--- config.mk ---
export PLATFORM = sky130hd
export DESIGN_NAME = irq_dispatch
export DESIGN_NICKNAME = d
export VERILOG_FILES = /design/src/rtl/irq_dispatch.sv
export SDC_FILE = /design/constraint.sdc
export NUM_CORES = 1
export LEC_CHECK = 0
export BUFFER_PORTS_ARGS = -buffer_cell sky130_fd_sc_hd__buf_4
export CAP_MARGIN = 20
export CORE_MARGIN = 2
export CORE_UTILIZATION = 35
export CTS_BUF_LIST = sky130_fd_sc_hd__clkbuf_8
export CTS_CLUSTER_SIZE = 20
export DETAILED_ROUTE_END_ITERATION = 12
export PLACE_DENSITY = 0.75
export SLEW_MARGIN = 20
export SYNTH_ARGS = -nofsm -noshare
export SYNTH_HDL_FRONTEND = slang
export SYNTH_SLANG_ARGS = --single-unit
export TNS_END_PERCENT = 5
--- constraint.sdc ---
create_clock -name clk -period 3.9 [get_ports clk]
set_input_delay 0.585 -clock clk [delete_from_list [all_inputs] [get_ports clk]]
set_output_delay 0.585 -clock clk [all_outputs]
set_load 0.02 [all_outputs]
--- src/rtl/irq_dispatch.sv ---
module irq_dispatch #(
  parameter int          NUM_PINS   = 24,
  parameter int          NUM_INPUTS = 32,
  parameter logic [31:0] ADDR_BASE  = 32'hFEE0_0000,
  parameter logic [2:0]  EXT_MODE   = 3'b111,
  localparam int         PW         = $clog2(NUM_PINS)
) (
  input  logic                  clk,
  input  logic                  rst_n,
  input  logic [NUM_INPUTS-1:0] irq_in,
  input  logic [NUM_PINS-1:0]   pin_mask,
  input  logic [NUM_PINS-1:0]   pin_level,
  input  logic [NUM_PINS-1:0]   pin_rirr,
  output logic [PW-1:0]         rd_pin,
  input  logic [7:0]            rd_vector,
  input  logic [2:0]            rd_dlv,
  input  logic                  rd_dmode,
  input  logic [15:0]           rd_dest,
  input  logic [7:0]            ext_vector,
  output logic [NUM_PINS-1:0]   rirr_set,
  output logic                  msg_valid,
  input  logic                  msg_ready,
  output logic [31:0]           msg_addr,
  output logic [31:0]           msg_data
);

  logic [NUM_PINS-1:0] req_now, req_q, pend, pend_nx, sel, clr;
  logic [PW-1:0]       ptr;
  logic                out_free, cand, fire;
  logic [7:0]          vec;

  for (genvar p = 0; p < NUM_PINS; p++) begin : g_map
    if (p == 0) begin : g_zero
      assign req_now[p] = 1'b0;
    end else if (p == 2) begin : g_remap
      assign req_now[p] = irq_in[0] | irq_in[2];
    end else if (p < NUM_INPUTS) begin : g_direct
      assign req_now[p] = irq_in[p];
    end else begin : g_none
      assign req_now[p] = 1'b0;
    end
  end

  assign rd_pin   = ptr;
  assign out_free = !msg_valid || msg_ready;
  assign sel      = NUM_PINS'(1) << ptr;
  assign cand     = out_free && pend[ptr] && !pin_mask[ptr];
  assign fire     = cand && (!pin_level[ptr] || !pin_rirr[ptr]);
  assign rirr_set = (cand && pin_level[ptr] && !pin_rirr[ptr]) ? sel : '0;
  assign clr      = (fire && !pin_level[ptr]) ? sel : '0;
  assign vec      = (rd_dlv == EXT_MODE) ? ext_vector : rd_vector;

  assign pend_nx = (pin_level & req_now)
                 | (~pin_level & ((pend & ~clr) | (req_now & ~req_q & ~pin_mask)));

  always_ff @(posedge clk or negedge rst_n) begin
    if (!rst_n) begin
      req_q <= '0;
      pend  <= '0;
      ptr   <= '0;
    end else begin
      req_q <= req_now;
      pend  <= pend_nx;
      if (out_free) ptr <= (ptr == PW'(NUM_PINS - 1)) ? '0 : ptr + 1'b1;
    end
  end

  always_ff @(posedge clk or negedge rst_n) begin
    if (!rst_n) begin
      msg_valid <= 1'b0;
      msg_addr  <= '0;
      msg_data  <= '0;
    end else if (fire) begin
      msg_valid <= 1'b1;
      msg_addr  <= ADDR_BASE | {12'h000, rd_dest, 1'b0, rd_dmode, 2'b00};
      msg_data  <= {16'h0000, pin_level[ptr], 4'h0, rd_dlv, vec};
    end else if (msg_ready) begin
      msg_valid <= 1'b0;
    end
  end

endmodule

* Word level (Yosys, flattened, before mapping) *
Index checks and enable logic that the tools add are counted.

word-level totals
  output and inout port bits = 94
  bits in registers = 83

operators by class
  reductions and logical operators = 13
  mux-type cells = 14
  magnitude comparators = 1
  shift-type cells = 1
  eq/ne operators = 2
  add/sub/neg operators = 1
  bitwise operators = 12

operator list
  cell                    number
  $and A24 B24 Y24        5
  $not A24 Y24            4
  $mux W24                2
  $or A24 B24 Y24         2
  $shl A1 B5 Y24 const A  1
  $bmux W1 S5             4
  $mux W8                 1
  $logic_and A1 B1 Y1     6
  $lt A5 B6 Y1 const B    1
  $mux W1                 6
  $add A5 B1 Y5 const B   1
  $eq A5 B5 Y1 const B    1
  $mux W5                 1
  $logic_not A1 Y1        4
  $eq A3 B3 Y1 const B    1
  $logic_or A1 B1 Y1      2
  $reduce_bool A2 Y1      1
  $or A1 B1 Y1            1

* Longest topological paths before layout *
Gate-level depths: netlist of run 1.

  word-level depth = 12
  gate-level depth with buffers = 11
  mapped depth without buffers = 6

* Worst setup path before layout of run 1 *
No wires, ideal clock.

  path kind = register to output
  start point = register ptr[0], in the netlist rd_pin[0]
  end point = output rirr_set[11]
  cell stages (with the launch flop) = 10
  path slack = 0.441 ns
  required time = 3.315 ns
  arrival time = 2.874 ns
  cell sequence = dfrtp_1 > buf_6 > mux4_2 > a221oi_1 > a221oi_1 > o21bai_1 > or4_1 > buf_2 > buf_2 > nor3_1

on the way
  longest elaborated chain between the ends = 7
  elaborated cells on any way between the ends = 16
  those cells by class = shift (1); mux (9); reduce/logical (6)

RTL lines
  item                                                     RTL line  text
  start, declared                                          28        logic [PW-1:0] ptr;
  start signal, assigned                                   64        if (out_free) ptr <= (ptr == PW'(NUM_PINS - 1)) ? '0 : ptr + 1'b1;
  $bmux W1 S5                                              47        assign cand = out_free && pend[ptr] && !pin_mask[ptr];
  $mux W1 (implied by the code)                            47
  $logic_and A1 B1 Y1 or $logic_not A1 Y1 (tied branches)  47
  $logic_and A1 B1 Y1                                      47
  $logic_and A1 B1 Y1 (2 in a row)                         49        assign rirr_set = (cand && pin_level[ptr] && !pin_rirr[ptr]) ? sel : '0;
  $mux W24 *                                               49
  end, declared                                            20        output logic [NUM_PINS-1:0] rirr_set,

Every way passes the cells marked *; elsewhere a longest branch is shown, timed or not. The select of a mux whose other input is x is not followed.

* Final worst setup path of run 1 *
  start point = register ptr[1], in the netlist rd_pin[1]
  end point = output rirr_set[15]

The elaborated chain is that of the path after synthesis.

==> results.md, run 1 <==
Timing:
- Setup violations remaining at the end of the flow were counted as 0.
- The count of final hold-check violations is 0.
- The headroom to the max-slew limit is 0.480.
- The slew at the pin closest to its max-slew limit is 760 ps.
- After routing, the total negative slack on setup checks comes to 0 ps.
- The final-report max-slew violation count is 0.
- The routed design could run at a clock period as short as 3860 ps.
- Based on the critical path, the design can be clocked at up to 259 MHz.
- On the final layout, the worst clock skew is 20.0 ps.
- The ratio of final minimum period to clock period is 0.989.

Finish:
- The ratio of cells with drive above 1 in the final layout is 0.468.
- The area overhead of the layout relative to synthesis is 38.1%.
- The number of antenna diodes in the final layout is 0.
- The summed area of non-filler cells in the final layout is 6610 sq um.
- The count of nets after finishing is 793.
- The count of cells in the finished layout, fillers not included, comes to 825.

Global route:
- The met3 capacity usage during global routing is 0.0442.
- Entering global routing, the biggest net connects 84 pins.
- The remaining global-route overflow is 0.
- The number of global-route vias before repair was 4,340.
- In the global route stage, met1 resource usage came out at 0.237.
- The first global-routing pass estimated 22,300 um of wire.
- The met2 demand-to-capacity share in global routing is 0.342.
- The number of antenna violations at the first check in global routing is 0.
- The busiest layer in global routing is met2.
- The all-layer global routing usage is 0.199.

Floorplan:
- The overall die width is 121 um.
- The initial cell density of the core is 0.360.
- The floorplan die height is 121 um.
- The die area is 14,600 sq um.
- The core footprint is 13,300 sq um.
- Row generation in the floorplan step produced 42 rows.
- The total I/O pin count is 237.

Critical path:
- STA puts the critical path data required time at 3310 ps.
- The largest driver fanout on the critical path is 12.
- STA classifies the critical path startpoint as a flop.
- The critical path start-end classification is reg -> out.
- The worst setup path is captured at an output pin.
- Data on the critical path arrives at its endpoint at 3270 ps.
- The slack of the worst reg-to-reg path is 490 ps.

Logic synthesis:
- The netlist uses 56 different library cells.
- In the synthesized netlist, the cells that appear most often are sky130_fd_sc_hd__dfrtp_1, sky130_fd_sc_hd__buf_4, sky130_fd_sc_hd__o21ai_0.
- Summed over all instances, the cell type with the most area after synthesis is sky130_fd_sc_hd__dfrtp_1.
- After synthesis the cells add up to 4790 sq um.
- Counting flops with a built-in enable in the synthesized netlist gives 0.
- The most frequent cell after synthesis is sky130_fd_sc_hd__dfrtp_1.
- The per-instance average area after synthesis is 10.9 sq um.
- The share of the synthesized area in the top cell type is 0.434.
- The sequential element share of the synthesized area is 0.434.
- The synthesized instance count is 438.
- Ranked by total cell area, the synthesized netlist is headed by sky130_fd_sc_hd__dfrtp_1, sky130_fd_sc_hd__mux2_4, sky130_fd_sc_hd__mux4_2, sky130_fd_sc_hd__buf_4, sky130_fd_sc_hd__o21ai_0.
- For this run, asynchronously set or reset flops after synthesis account for 1.00.
- During synthesis, Yosys emitted a total of 0 warnings.
- The most used flip-flop cell after synthesis is sky130_fd_sc_hd__dfrtp_1.
- Synthesis inferred 83 register bits.

Place:
- The number of buffer cells added on primary ports is 203.
- The HPWL reported at the end of detailed placement is 11,400 um.
- The number of instances in the placed design is 806.
- In this run the cell area measured after placement is 6370 sq um.
- The routability congestion estimate is 0.876.

CTS:
- After clock tree synthesis, the clock-pin slew on the worst setup and hold paths is 90 ps.
- The clock tree from TritonCTS is yes.
- The master cell of the clock root buffer is sky130_fd_sc_hd__clkbuf_8.
- The clock tree synthesis step divided the H-tree into 3 levels.
- The total number of clock tree sinks is 83.
- The buffer levels on the longest clock path is 2.
- The number of clock buffers added by TritonCTS is 9.
- The clock latency on the worst-skew pair is 370 ps.

Flow run:
- The number of max-capacitance violations reported is 0.

Drt:
- The remaining antenna violation count after routing is 0.
- The mean routed wirelength per cell is 17.9 um.
- In the routed design, unresolved DRC markers number 0.
- The violation count after the first detailed-routing iteration is 320.
- For this run, the detailed router's first-pass iteration total came to 6.
- The via-per-instance ratio is 5.13.
- Summing over every cut layer, the via total after detailed routing is 4,234.
- The sum of routed wire length over all layers is 14,700 um.

Power and ir drop:
- The ratio of total power to cell area is 732 nW/um^2.
- The worst-case IR drop observed on VDD is 392 uV.
- The share of total power dissipated in combinational logic is 0.600.
- The total chip power is 4.84 mW.
- The share of total power dissipated in sequential elements is 0.285.
- The share of total power dissipated in the clock network is 0.116.
- The internal power summed over all cells is 2.82 mW.
- The analysis attributes to net switching a power of 2.02 mW.
- In this run the static leakage power is 3.18 nW.
- Of the total power, the share spent switching nets is 0.417.

Outcome:
- The flow ran to the end, and the final reports show no timing, DRC or antenna violations.

Hold path:
- The class of the tightest hold or removal check is in -> async.
==> layer usage <==
metal / vias up / wire length (um)
met1: 2060 / 5760
met3: 22 / 1270
met4: 0 / 333
met5: - / 0
met2: 221 / 7380
li1: 1931 / -
==> worst max-delay path, stage by stage, from the launching register on <==
cell and delay (ps):
sky130_fd_sc_hd__dfrtp_2 520, sky130_fd_sc_hd__buf_4 240, sky130_fd_sc_hd__nor3b_1 370, sky130_fd_sc_hd__a21oi_1 120
sky130_fd_sc_hd__o21ai_0 200, sky130_fd_sc_hd__a41oi_1 220, sky130_fd_sc_hd__or4_4 620, sky130_fd_sc_hd__buf_4 210
sky130_fd_sc_hd__nor3_1 200, sky130_fd_sc_hd__buf_4 190
==> metrics by stage <==
stage	util	setup slack, ps	hold slack (ps)
after floorplan	-	441	289
after global placement	0.479	328	483
after detailed placement	0.479	285	494
after CTS	0.493	111	307
after global routing	0.497	-114	307
final	0.497	42.3	246
==> cells in the final DEF, fill, tap and decap left out, types with 2 or more instances in the layout <==
cell type / instances
sky130_fd_sc_hd__o21bai_1: 2
sky130_fd_sc_hd__nor4_1: 3
sky130_fd_sc_hd__dfrtp_2: 2
sky130_fd_sc_hd__ha_1: 6
sky130_fd_sc_hd__o311ai_1: 2
sky130_fd_sc_hd__nor3b_1: 3
sky130_fd_sc_hd__or3_1: 6
sky130_fd_sc_hd__mux2_4: 27
sky130_fd_sc_hd__nor2_1: 31
sky130_fd_sc_hd__nand3b_1: 13
sky130_fd_sc_hd__conb_1: 25
sky130_fd_sc_hd__buf_6: 3
sky130_fd_sc_hd__nor4bb_1: 2
sky130_fd_sc_hd__mux2_2: 9
sky130_fd_sc_hd__inv_1: 29
sky130_fd_sc_hd__dfrtp_1: 81
sky130_fd_sc_hd__nand3_1: 2
sky130_fd_sc_hd__nand2b_1: 8
sky130_fd_sc_hd__nor2b_1: 11
sky130_fd_sc_hd__nor3_1: 22
sky130_fd_sc_hd__nand2_1: 22
sky130_fd_sc_hd__clkbuf_8: 11
sky130_fd_sc_hd__a211o_1: 3
sky130_fd_sc_hd__o21ai_0: 32
sky130_fd_sc_hd__mux2i_1: 2
sky130_fd_sc_hd__buf_4: 220
sky130_fd_sc_hd__nor3b_2: 2
sky130_fd_sc_hd__a32oi_1: 2
sky130_fd_sc_hd__mux4_2: 13
sky130_fd_sc_hd__o21a_1: 2
sky130_fd_sc_hd__o31ai_1: 2
sky130_fd_sc_hd__nor3_2: 6
sky130_fd_sc_hd__o311ai_0: 13
sky130_fd_sc_hd__clkinv_2: 2
sky130_fd_sc_hd__a311o_1: 3
sky130_fd_sc_hd__a21oi_1: 2
==> sequential cells by signal (all words and copies together), names as in the netlist <==
register and flops:
msg_valid 1, msg_data 12, rd_pin 5, pend 24, msg_addr 18, req_q 23
==> power by group through the flow <==
stage               clock [mW]  sequential [mW]  combinational (mW)
floorplan                    0             1.53                1.79
global placement             0             1.36                2.77
detailed placement           0             1.38                2.82
CTS                      0.579             1.37                2.85
global route             0.615             1.40                3.11
finish                   0.561             1.38                2.90
==> what timing repair did <==
| item | CTS | global route |
|---|---|---|
| hold endpoints to repair | 0 | 0 |
| hold buffers | 0 | 0 |
| endpoints found under the setup margin | 22 | 19 |
| buffers inserted | 0 | 3 |
| pin swaps | 0 | 2 |
| gates resized for setup | 4 | 8 |
==> final cells by class <==
| cell class | instances | area (sq um) |
|---|---|---|
| Timing Repair Buffer | 223 | 1690 |
| Tap cell | 176 | 220 |
| Clock inverter | 5 | 21.3 |
| Multi-Input combinational cell | 300 | 2350 |
| Fill cell | 1198 | 6680 |
| Inverter | 27 | 101 |
| Clock buffer | 11 | 151 |
| Sequential cell | 83 | 2080 |
==> cell families (layout without fill, tap and decap cells) <==
family / after synthesis / after routing / share of synthesized area
multiplexers: 52 / 52 / 0.173
adder cells (fa/ha/maj): 6 / 6 / 0.0157
other: 1 / 25 / 0.000783
AO/OA/AOI/OAI: 77 / 77 / 0.112
buffers and inverters: 79 / 266 / 0.102
AND/OR/NAND/NOR: 140 / 140 / 0.163
flip-flops: 83 / 83 / 0.434
==> path summary, 6_finish.rpt <==
check | start | endpoint | cells after the start
setup reg to reg | rd_pin[1] | msg_data[6] | 9
hold / removal | rst_n | req_q[11] | 1
setup / recovery | rd_pin[1] | rirr_set[15] | 9
hold reg to reg | msg_data[3] | msg_data[3] | 1
max in group asynchronous | rst_n | rd_pin[1] | 1
min in group clk | irq_in[19] | req_q[19] | 1
(Power assumes the default switching activity.)
==> run 2, diff against run 1 <==
--- a/config.mk
+++ b/config.mk
@@ -13,6 +13,7 @@
 export CTS_CLUSTER_SIZE = 20
 export DETAILED_ROUTE_END_ITERATION = 12
 export PLACE_DENSITY = 0.75
+export SKIP_CTS_REPAIR_TIMING = 1
 export SLEW_MARGIN = 20
 export SYNTH_ARGS = -nofsm -noshare
 export SYNTH_HDL_FRONTEND = slang
==> constraint.sdc (replaced) <==
create_clock -name clk -period 3.9 [get_ports clk]
set_input_delay 0.39 -clock clk [delete_from_list [all_inputs] [get_ports clk]]
set_output_delay 0.39 -clock clk [all_outputs]
set_load 0.02 [all_outputs]
==> run 2 against run 1 <==
Register-to-register slack got worse by 100 ps. Core utilization barely moved. Largest cell class unchanged. Global-route usage rose by 0.29 points. Critical path depth did not move.
==> results.md, run 2 (same netlist as run 1, synthesis figures left out) <==
Timing:
- The final-report max-slew violation count came to 0 (unchanged).
- The worst clock skew is 15.9 ps (-4.14 ps).
- The upper clock frequency limit is 273 MHz (+5.4%).
- The headroom to the max-slew limit is 0.486 (+0.00620).
- The final setup violation count was 0 (unchanged).
- The slew at the pin closest to its max-slew limit is 771 ps (+10.4 ps).
- The count of final hold-check violations came to 0 (unchanged).
- The ratio of final minimum period to clock period came to 0.938 (-0.0510).
- Setup repair after global routing left no endpoint under its margin.
- The final critical path time including I/O delays and setup is 3660 ps (-199 ps).

Global route:
- The number of antenna violations at the first check in global routing was 0 (unchanged).
- The met2 demand-to-capacity share in global routing is 0.335 (-0.00702).
- The pin count of the biggest net entering global routing is 84 (unchanged).
- met2 is the most crowded layer.
- The met3 capacity usage during global routing is 0.0531 (+0.00893).
- The all-layer global routing usage is 0.202 (+0.00294).
- The number of global-route vias before repair is 4,239 (-2.3%).
- The global-route wire length before repair is 22,300 um (-0.25%).
- The met1 global-route usage is 0.240 (+0.00308).
- The remaining global-route overflow is 0 (unchanged).

Critical path:
- The worst reg2reg path depth is 9 (unchanged).
- The worst register-to-register path begins at rd_pin[0].
- The largest driver fanout on the critical path came to 17 (+5).
- The instance count on the critical path came to 9 (unchanged).
- The arrival time reported for the critical path endpoint is 3270 ps (about the same).
- The critical path start-end classification is reg -> out.
- Grouping stages by cell kind, the critical path spends the most delay in simple AND/OR/NAND/NOR gates.
- The capturing element type of the critical path is an output pin.
- Walking the worst path, the cells encountered are buf_4, nor4b_2, nor4_1, o311ai_0, o211ai_1, or4_4, buf_4, nor3_1, buf_4.
- STA classifies the critical path startpoint as a flop.
- The delay of the slowest critical-path stage is 680 ps (+60 ps).
- The slack of the worst reg-to-reg path is 390 ps (-100 ps).
- The worst-path cell with the longest stage delay is sky130_fd_sc_hd__or4_4.
- The data required time of the critical path came to 3510 ps (+200 ps).
- The beginning of the critical path is rd_pin[0].
- The count of buffering cells on the critical path with inverters included is 3 (unchanged).
- The most numerous cell type found on the critical path is sky130_fd_sc_hd__buf_4.

Finish:
- The largest registers in the layout are pend: 24 flops, req_q: 23 flops, msg_addr: 18 flops.
- The area overhead of the layout relative to synthesis is 37.9% (about the same).
- The flip-flop count of the largest register after layout is 24 (unchanged).
- The ratio of cells with drive above 1 in the final layout came to 0.460 (-0.00866).
- The number of filler instances in the final layout came to 1,228 (+2.5%).
- The register containing the most flip-flops in the final layout is pend.
- The summed area of non-filler cells in the final layout was 6610 sq um (about the same).
- The number of antenna repair diodes came to 0 (unchanged).
- The count of nets after finishing is 790 (-0.38%).
- The top cell types in the final layout, fill and taps aside, are sky130_fd_sc_hd__buf_4, sky130_fd_sc_hd__dfrtp_1, sky130_fd_sc_hd__o21ai_0, sky130_fd_sc_hd__nor2_1.
- The library cell used most frequently in the layout, excluding fill and tap cells, is sky130_fd_sc_hd__buf_4.

Power and ir drop:
- The total chip power came to 4.91 mW (+1.4%).
- The ratio of total power to cell area is 743 nW/um^2 (+1.5%).
- The standby leakage power was 3.18 nW (about the same).
- The worst-case vdd ir drop is 265 uV (-32%).

CTS:
- The number of clock buffers inserted by TritonCTS is 9 (unchanged).
- The master cell of the clock root buffer is sky130_fd_sc_hd__clkbuf_8.
- The total number of clock tree sinks is 83 (unchanged).
- The H-tree depth reported by CTS is 3 (unchanged).
- TritonCTS built the clock tree.
- The clock slew seen by the registers of the worst setup and hold paths is 90 ps (about the same).
- The clock latency on the worst-skew pair is 380 ps (about the same).
- The buffer levels on the longest clock path is 2 (unchanged).

Place:
- The routability congestion estimate is 0.897 (+2.3%).
- The HPWL reported at the end of detailed placement came to 11,300 um (-0.71%).
- The placed instance area is 6370 sq um (unchanged).
- The number of buffer cells added on primary ports is 203 (unchanged).

Drt:
- The total vias in the final route is 4,226 (-0.19%).
- The violation count after the first detailed-routing iteration came to 317 (-0.94%).
- The remaining antenna violation count after routing is 0 (unchanged).
- The detailed-router iteration count before antenna repair is 5 (-1).
- The remaining design rule violation count came to 0 (unchanged).
- The via-per-instance ratio is 5.14 (+0.18%).
- The mean routed wirelength per cell is 17.9 um (+0.19%).
- The sum of routed wire length over all layers is 14,700 um (-0.18%).

Floorplan:
- The floorplan die height was 121 um (unchanged).
- The initial cell density of the core was 0.360 (unchanged).
- The die area is 14,600 sq um (unchanged).
- The total I/O pin count came to 237 (unchanged).
- The number of rows in the core area is 42 (unchanged).
- The overall die width was 121 um (unchanged).
- The core footprint was 13,300 sq um (unchanged).

Hold path:
- The class of the tightest hold or removal check is in -> async.

Outcome:
- The run finished with clean final reports.

Flow run:
- The number of max-capacitance violations reported is 0 (unchanged).
-- run 2: cell types whose count changed in the layout (fill, tap and decap cells not counted) --
cell / delta
sky130_fd_sc_hd__clkinvlp_4: +1
sky130_fd_sc_hd__mux2i_2: -1
sky130_fd_sc_hd__mux2i_1: +1
sky130_fd_sc_hd__inv_1: -2
sky130_fd_sc_hd__nor3_1: +4
sky130_fd_sc_hd__buf_4: -1
sky130_fd_sc_hd__buf_6: -2
sky130_fd_sc_hd__a221oi_2: -1
sky130_fd_sc_hd__a221oi_1: +1
sky130_fd_sc_hd__bufinv_16: +2
sky130_fd_sc_hd__nor3_2: -4
sky130_fd_sc_hd__clkinv_2: -1
-- run 2: per-stage QoR --
| stage | std cells | worst slack [ps] | hold slack, ps | TNS, ps | util |
|---|---|---|---|---|---|
| 2_1_floorplan | 462 | 636 | 94.4 | 0 | - |
| 3_3_place_gp | 806 | 319 | 484 | 0 | 0.479 |
| 3_5_place_dp | 806 | 292 | 489 | 0 | 0.479 |
| 4_1_cts | 822 | -139 | 101 | -1360 | 0.496 |
| 5_1_grt | 822 | 25.0 | 99.3 | 0 | 0.497 |
| 6_report | 822 | 241 | 61.0 | 0 | 0.497 |
-- run 2: layer usage --
metal  part of all wire  up-vias
met4              0.034        0
li1                   -     1932
met3              0.095       38
met1               0.39     2016
met5                  0        -
met2               0.49      240
-- run 2: power by group --
group	internal [mW]	switching (mW)	leakage [nW]	total, mW
Sequential	1.14	0.264	0.958	1.41
Clock	0.392	0.318	0.117	0.711
Combinational	1.38	1.42	2.10	2.79
Total	2.91	2.00	3.18	4.91
-- run 2: path summary, 6_finish.rpt --
check | to
min | pend[10]
max in group asynchronous | rd_pin[1]
min in group clk | req_q[8]
max | rirr_set[11]
max reg2reg | msg_data[9]
min reg2reg | msg_data[15]
-- run 2: final cells by class --
type / instances / area, sq um / area share
multi-input combinational: 300 / 2320 / 0.352
sequential: 83 / 2080 / 0.315
timing repair buffer: 220 / 1660 / 0.250
tap: 176 / 220 / 0.0333
clock buffer: 11 / 151 / 0.0229
inverter: 27 / 101 / 0.0153
clock inverter: 5 / 76.3 / 0.0115
-- run 2: worst reg2reg max path: cells and delay by family (launching register included) --
family                 cells  cell delay [ps]
buffers and inverters      3              800
multiplexers               2              930
AND/OR/NAND/NOR            1              600
AO/OA/AOI/OAI              3              560
flip-flops                 1              500
==> run 3, diff against run 2 <==
--- a/config.mk
+++ b/config.mk
@@ -7,12 +7,14 @@
 export LEC_CHECK = 0
 export BUFFER_PORTS_ARGS = -buffer_cell sky130_fd_sc_hd__buf_4
 export CAP_MARGIN = 20
+export CELL_PAD_IN_SITES_DETAIL_PLACEMENT = 1
+export CELL_PAD_IN_SITES_GLOBAL_PLACEMENT = 2
 export CORE_MARGIN = 2
-export CORE_UTILIZATION = 35
+export CORE_UTILIZATION = 28
 export CTS_BUF_LIST = sky130_fd_sc_hd__clkbuf_8
 export CTS_CLUSTER_SIZE = 20
 export DETAILED_ROUTE_END_ITERATION = 12
-export PLACE_DENSITY = 0.75
+export PLACE_DENSITY = 0.94
 export SKIP_CTS_REPAIR_TIMING = 1
 export SLEW_MARGIN = 20
 export SYNTH_ARGS = -nofsm -noshare
==> run 3 against run 2 <==
Clock power decreased by 8.4%. Worst setup slack worse by 29 ps. Flip-flop and latch count is the same. Core utilization is 9.6 points lower. Count of clock-buffer cells in the layout stayed put. Largest cell class unchanged.
==> results.md, run 3 (same netlist as run 1, synthesis figures left out) <==
Floorplan:
- The core footprint is 16,600 sq um (+25%).
- The number of rows in the core area is 47 (+12%).
- The die area came to 18,200 sq um (+24%).
- The total I/O pin count is 237 (unchanged).
- The floorplan die height is 135 um (+11%).
- The initial cell density of the core is 0.288 (-0.0725).
- The overall die width is 135 um (+11%).

Power and ir drop:
- The standby leakage power is 3.18 nW (about the same).
- The part of the total power dissipated in sequential elements was 0.277 (-0.009).
- The portion of total power attributed to the clock network is 0.130 (-0.015).
- The share of power burned in combinational logic came to 0.592 (+0.023).
- The net switching power figure is 2.06 mW (+3.2%).
- The internal power summed over all cells is 2.93 mW (+0.51%).
- The ratio of total power to cell area was 748 nW/um^2 (+0.63%).
- The switching power as a share of total power is 0.413 (+0.00637).
- The worst-case vdd ir drop came to 383 uV (+44%).

Timing:
- The final-report max-slew violation count came to 0 (unchanged).
- The sum of negative setup slack came to 0 ps (unchanged).
- Setup repair after global routing left no endpoint under its margin.
- The final critical path time including I/O delays and setup is 3690 ps (+29.3 ps).
- The ratio of final minimum period to clock period is 0.946 (+0.00752).
- The slew at the pin closest to its max-slew limit is 979 ps (+209 ps).
- The final setup slack of the worst path is 212 ps (-29.3 ps).
- The final setup violation count is 0 (unchanged).
- The worst clock skew is 19.7 ps (+3.87 ps).
- The headroom to the max-slew limit is 0.341 (-0.145).
- The upper clock frequency limit is 271 MHz (-0.80%).
- The count of final hold-check violations is 0 (unchanged).

Critical path:
- The data required time of the critical path was 3510 ps (about the same).
- The worst reg2reg path depth is 8 (-1).
- The kind of cell with the highest combined delay along the critical path is simple AND/OR/NAND/NOR gates.
- The startpoint class of the critical path is a flop.
- The delay of the slowest critical-path stage is 520 ps (-160 ps).
- In this run the critical register-to-register path is launched from rd_pin[0].
- The count of buffering cells on the critical path with inverters included is 3 (unchanged).
- The arrival time reported for the critical path endpoint is 3300 ps (+30 ps).
- The capturing element type of the critical path is an output pin.
- Traced cell by cell, the critical path runs through buf_4, mux4_2, a221oi_1, a221oi_1, o21bai_1, or4_1, buf_12, nor3_1, buf_4.
- The critical path start-end classification is reg -> out.
- The largest driver fanout on the critical path was 25 (+8).
- The slack of the worst reg-to-reg path is 610 ps (+220 ps).
- The endpoint of the worst-slack reg-to-reg timing path is msg_addr[18].
- The worst-path cell with the longest stage delay is sky130_fd_sc_hd__dfrtp_1.

Finish:
- The count of nets after finishing is 791 (+0.13%).
- The commonest non-fill, non-tap cell in the layout is sky130_fd_sc_hd__buf_4.
- The summed area of non-filler cells in the final layout is 6670 sq um (+0.97%).
- The largest registers in the layout are pend: 24 flops, req_q: 23 flops, msg_addr: 18 flops.
- The area overhead of the layout relative to synthesis is 39.3%.
- The number of antenna repair diodes came to 0 (unchanged).
- The ratio of cells with drive above 1 in the final layout is 0.457 (-0.00310).
- The final design utilization is 0.401 (-0.0961).
- In the layout the commonest cells are sky130_fd_sc_hd__buf_4, sky130_fd_sc_hd__dfrtp_1, sky130_fd_sc_hd__o21ai_0, sky130_fd_sc_hd__nor2_1, sky130_fd_sc_hd__mux2_4.
- The flip-flop count of the largest register after layout is 24 (unchanged).
- pend holds more flip-flops than any other register.

Drt:
- The via-per-instance ratio is 4.87 (-5.3%).
- The sum of routed wire length over all layers came to 17,000 um (+15%).
- The total vias in the final route was 4,216 (-0.24%).
- The length of routed wiring on met1 is 6930 um (+22%).
- Routed signal wires occupy layers up through met4.
- The violation count after the first detailed-routing iteration is 173 (-45%).
- The routed length on met3 came to 1360 um (-3.1%).
- The met2 wirelength from detailed routing is 8420 um (+18%).
- The remaining design rule violation count is 0 (unchanged).
- The mean routed wirelength per cell is 19.6 um (+9.6%).
- The detailed-router iteration count before antenna repair came to 4 (-1).
- The remaining antenna violation count after routing is 0 (unchanged).

Global route:
- The global-route wire length before repair is 25,900 um (+16%).
- The pin count of the biggest net entering global routing is 84 (unchanged).
- The number of global-route vias before repair is 4,585 (+8.2%).
- The number of antenna violations at the first check in global routing is 0 (unchanged).
- The all-layer global routing usage is 0.190 (-0.0124).
- The remaining global-route overflow is 0 (unchanged).

CTS:
- The clock slew seen by the registers of the worst setup and hold paths is 80 ps (about the same).
- The buffer levels on the longest clock path is 2 (unchanged).
- The total number of clock tree sinks is 83 (unchanged).
- The number of clock buffers inserted by TritonCTS is 9 (unchanged).
- The clock tree from TritonCTS is yes.
- The clock latency on the worst-skew pair is 380 ps (about the same).
- The master cell of the clock root buffer is sky130_fd_sc_hd__clkbuf_8.
- The H-tree depth reported by CTS was 3 (unchanged).

Place:
- The HPWL reported at the end of detailed placement is 13,600 um (+20%).
- The placed instance area is 6470 sq um (+1.6%).
- The worst setup slack before clock tree synthesis was 435 ps (+143 ps).
- The routability congestion estimate came to 0.845 (-5.8%).
- The number of buffer cells added on primary ports is 203 (unchanged).

Flow run:
- The number of max-capacitance violations reported is 0 (unchanged).

Outcome:
- The flow ran to the end, and the final reports show no timing, DRC or antenna violations.

Hold path:
- The path class of the tightest hold or removal check is in -> async.
[run 3: changes by cell type in the layout (fill, tap and decap cells not counted)]
cell	delta
sky130_fd_sc_hd__bufinv_16	-1
sky130_fd_sc_hd__or4_1	+1
sky130_fd_sc_hd__or4_4	-1
sky130_fd_sc_hd__inv_1	-1
sky130_fd_sc_hd__dfrtp_2	-1
sky130_fd_sc_hd__clkinvlp_4	+1
sky130_fd_sc_hd__buf_4	-2
sky130_fd_sc_hd__dfrtp_1	+1
sky130_fd_sc_hd__buf_12	+3
sky130_fd_sc_hd__o31ai_2	-1
sky130_fd_sc_hd__o31ai_1	+1
[run 3: worst max-delay path by stage]
stage	from	to	slack, ps	cells past startpoint
final	rd_pin[1]	rirr_set[2]	210	9
after global routing	rd_pin[1]	rirr_set[9]	10	9
after detailed placement	rd_pin[0]	msg_addr[18]	430	8
after floorplan	rd_pin[0]	rirr_set[11]	640	9
after global placement	rd_pin[0]	rirr_set[9]	520	8
after CTS	rd_pin[0]	rirr_set[2]	70	8
[run 3: layout make-up]
| cell class | count | area, sq um |
|---|---|---|
| clock buffer | 11 | 151 |
| clock inverter | 4 | 50.0 |
| fill | 1923 | 9970 |
| inverter | 27 | 101 |
| multi-input combinational | 300 | 2320 |
| sequential | 83 | 2080 |
| tap | 220 | 275 |
| timing repair buffer | 221 | 1700 |
[run 3: metal layers]
metal / vias up / GRT usage
li1: 1933 / -
met1: 2057 / 0.237
met2: 211 / 0.325
met3: 15 / 0.0477
met4: 0 / 0.0550
met5: - / 0
[run 3: power groups by stage]
stage	Clock [mW]	Combinational (mW)	Sequential, mW
finish	0.651	2.95	1.38
global route	0.724	3.18	1.43
CTS	0.680	2.99	1.38
detailed placement	0	2.97	1.40
global placement	0	2.89	1.37
floorplan	0	1.79	1.53
[run 3: through the flow]
stage	hold WS, ps	power, mW	instances
after detailed placement	497	4.37	851
after global routing	92.2	5.33	866
after CTS	99.2	5.05	866
after global placement	480	4.27	851
after floorplan	94.4	3.31	462
final	65.7	4.99	866
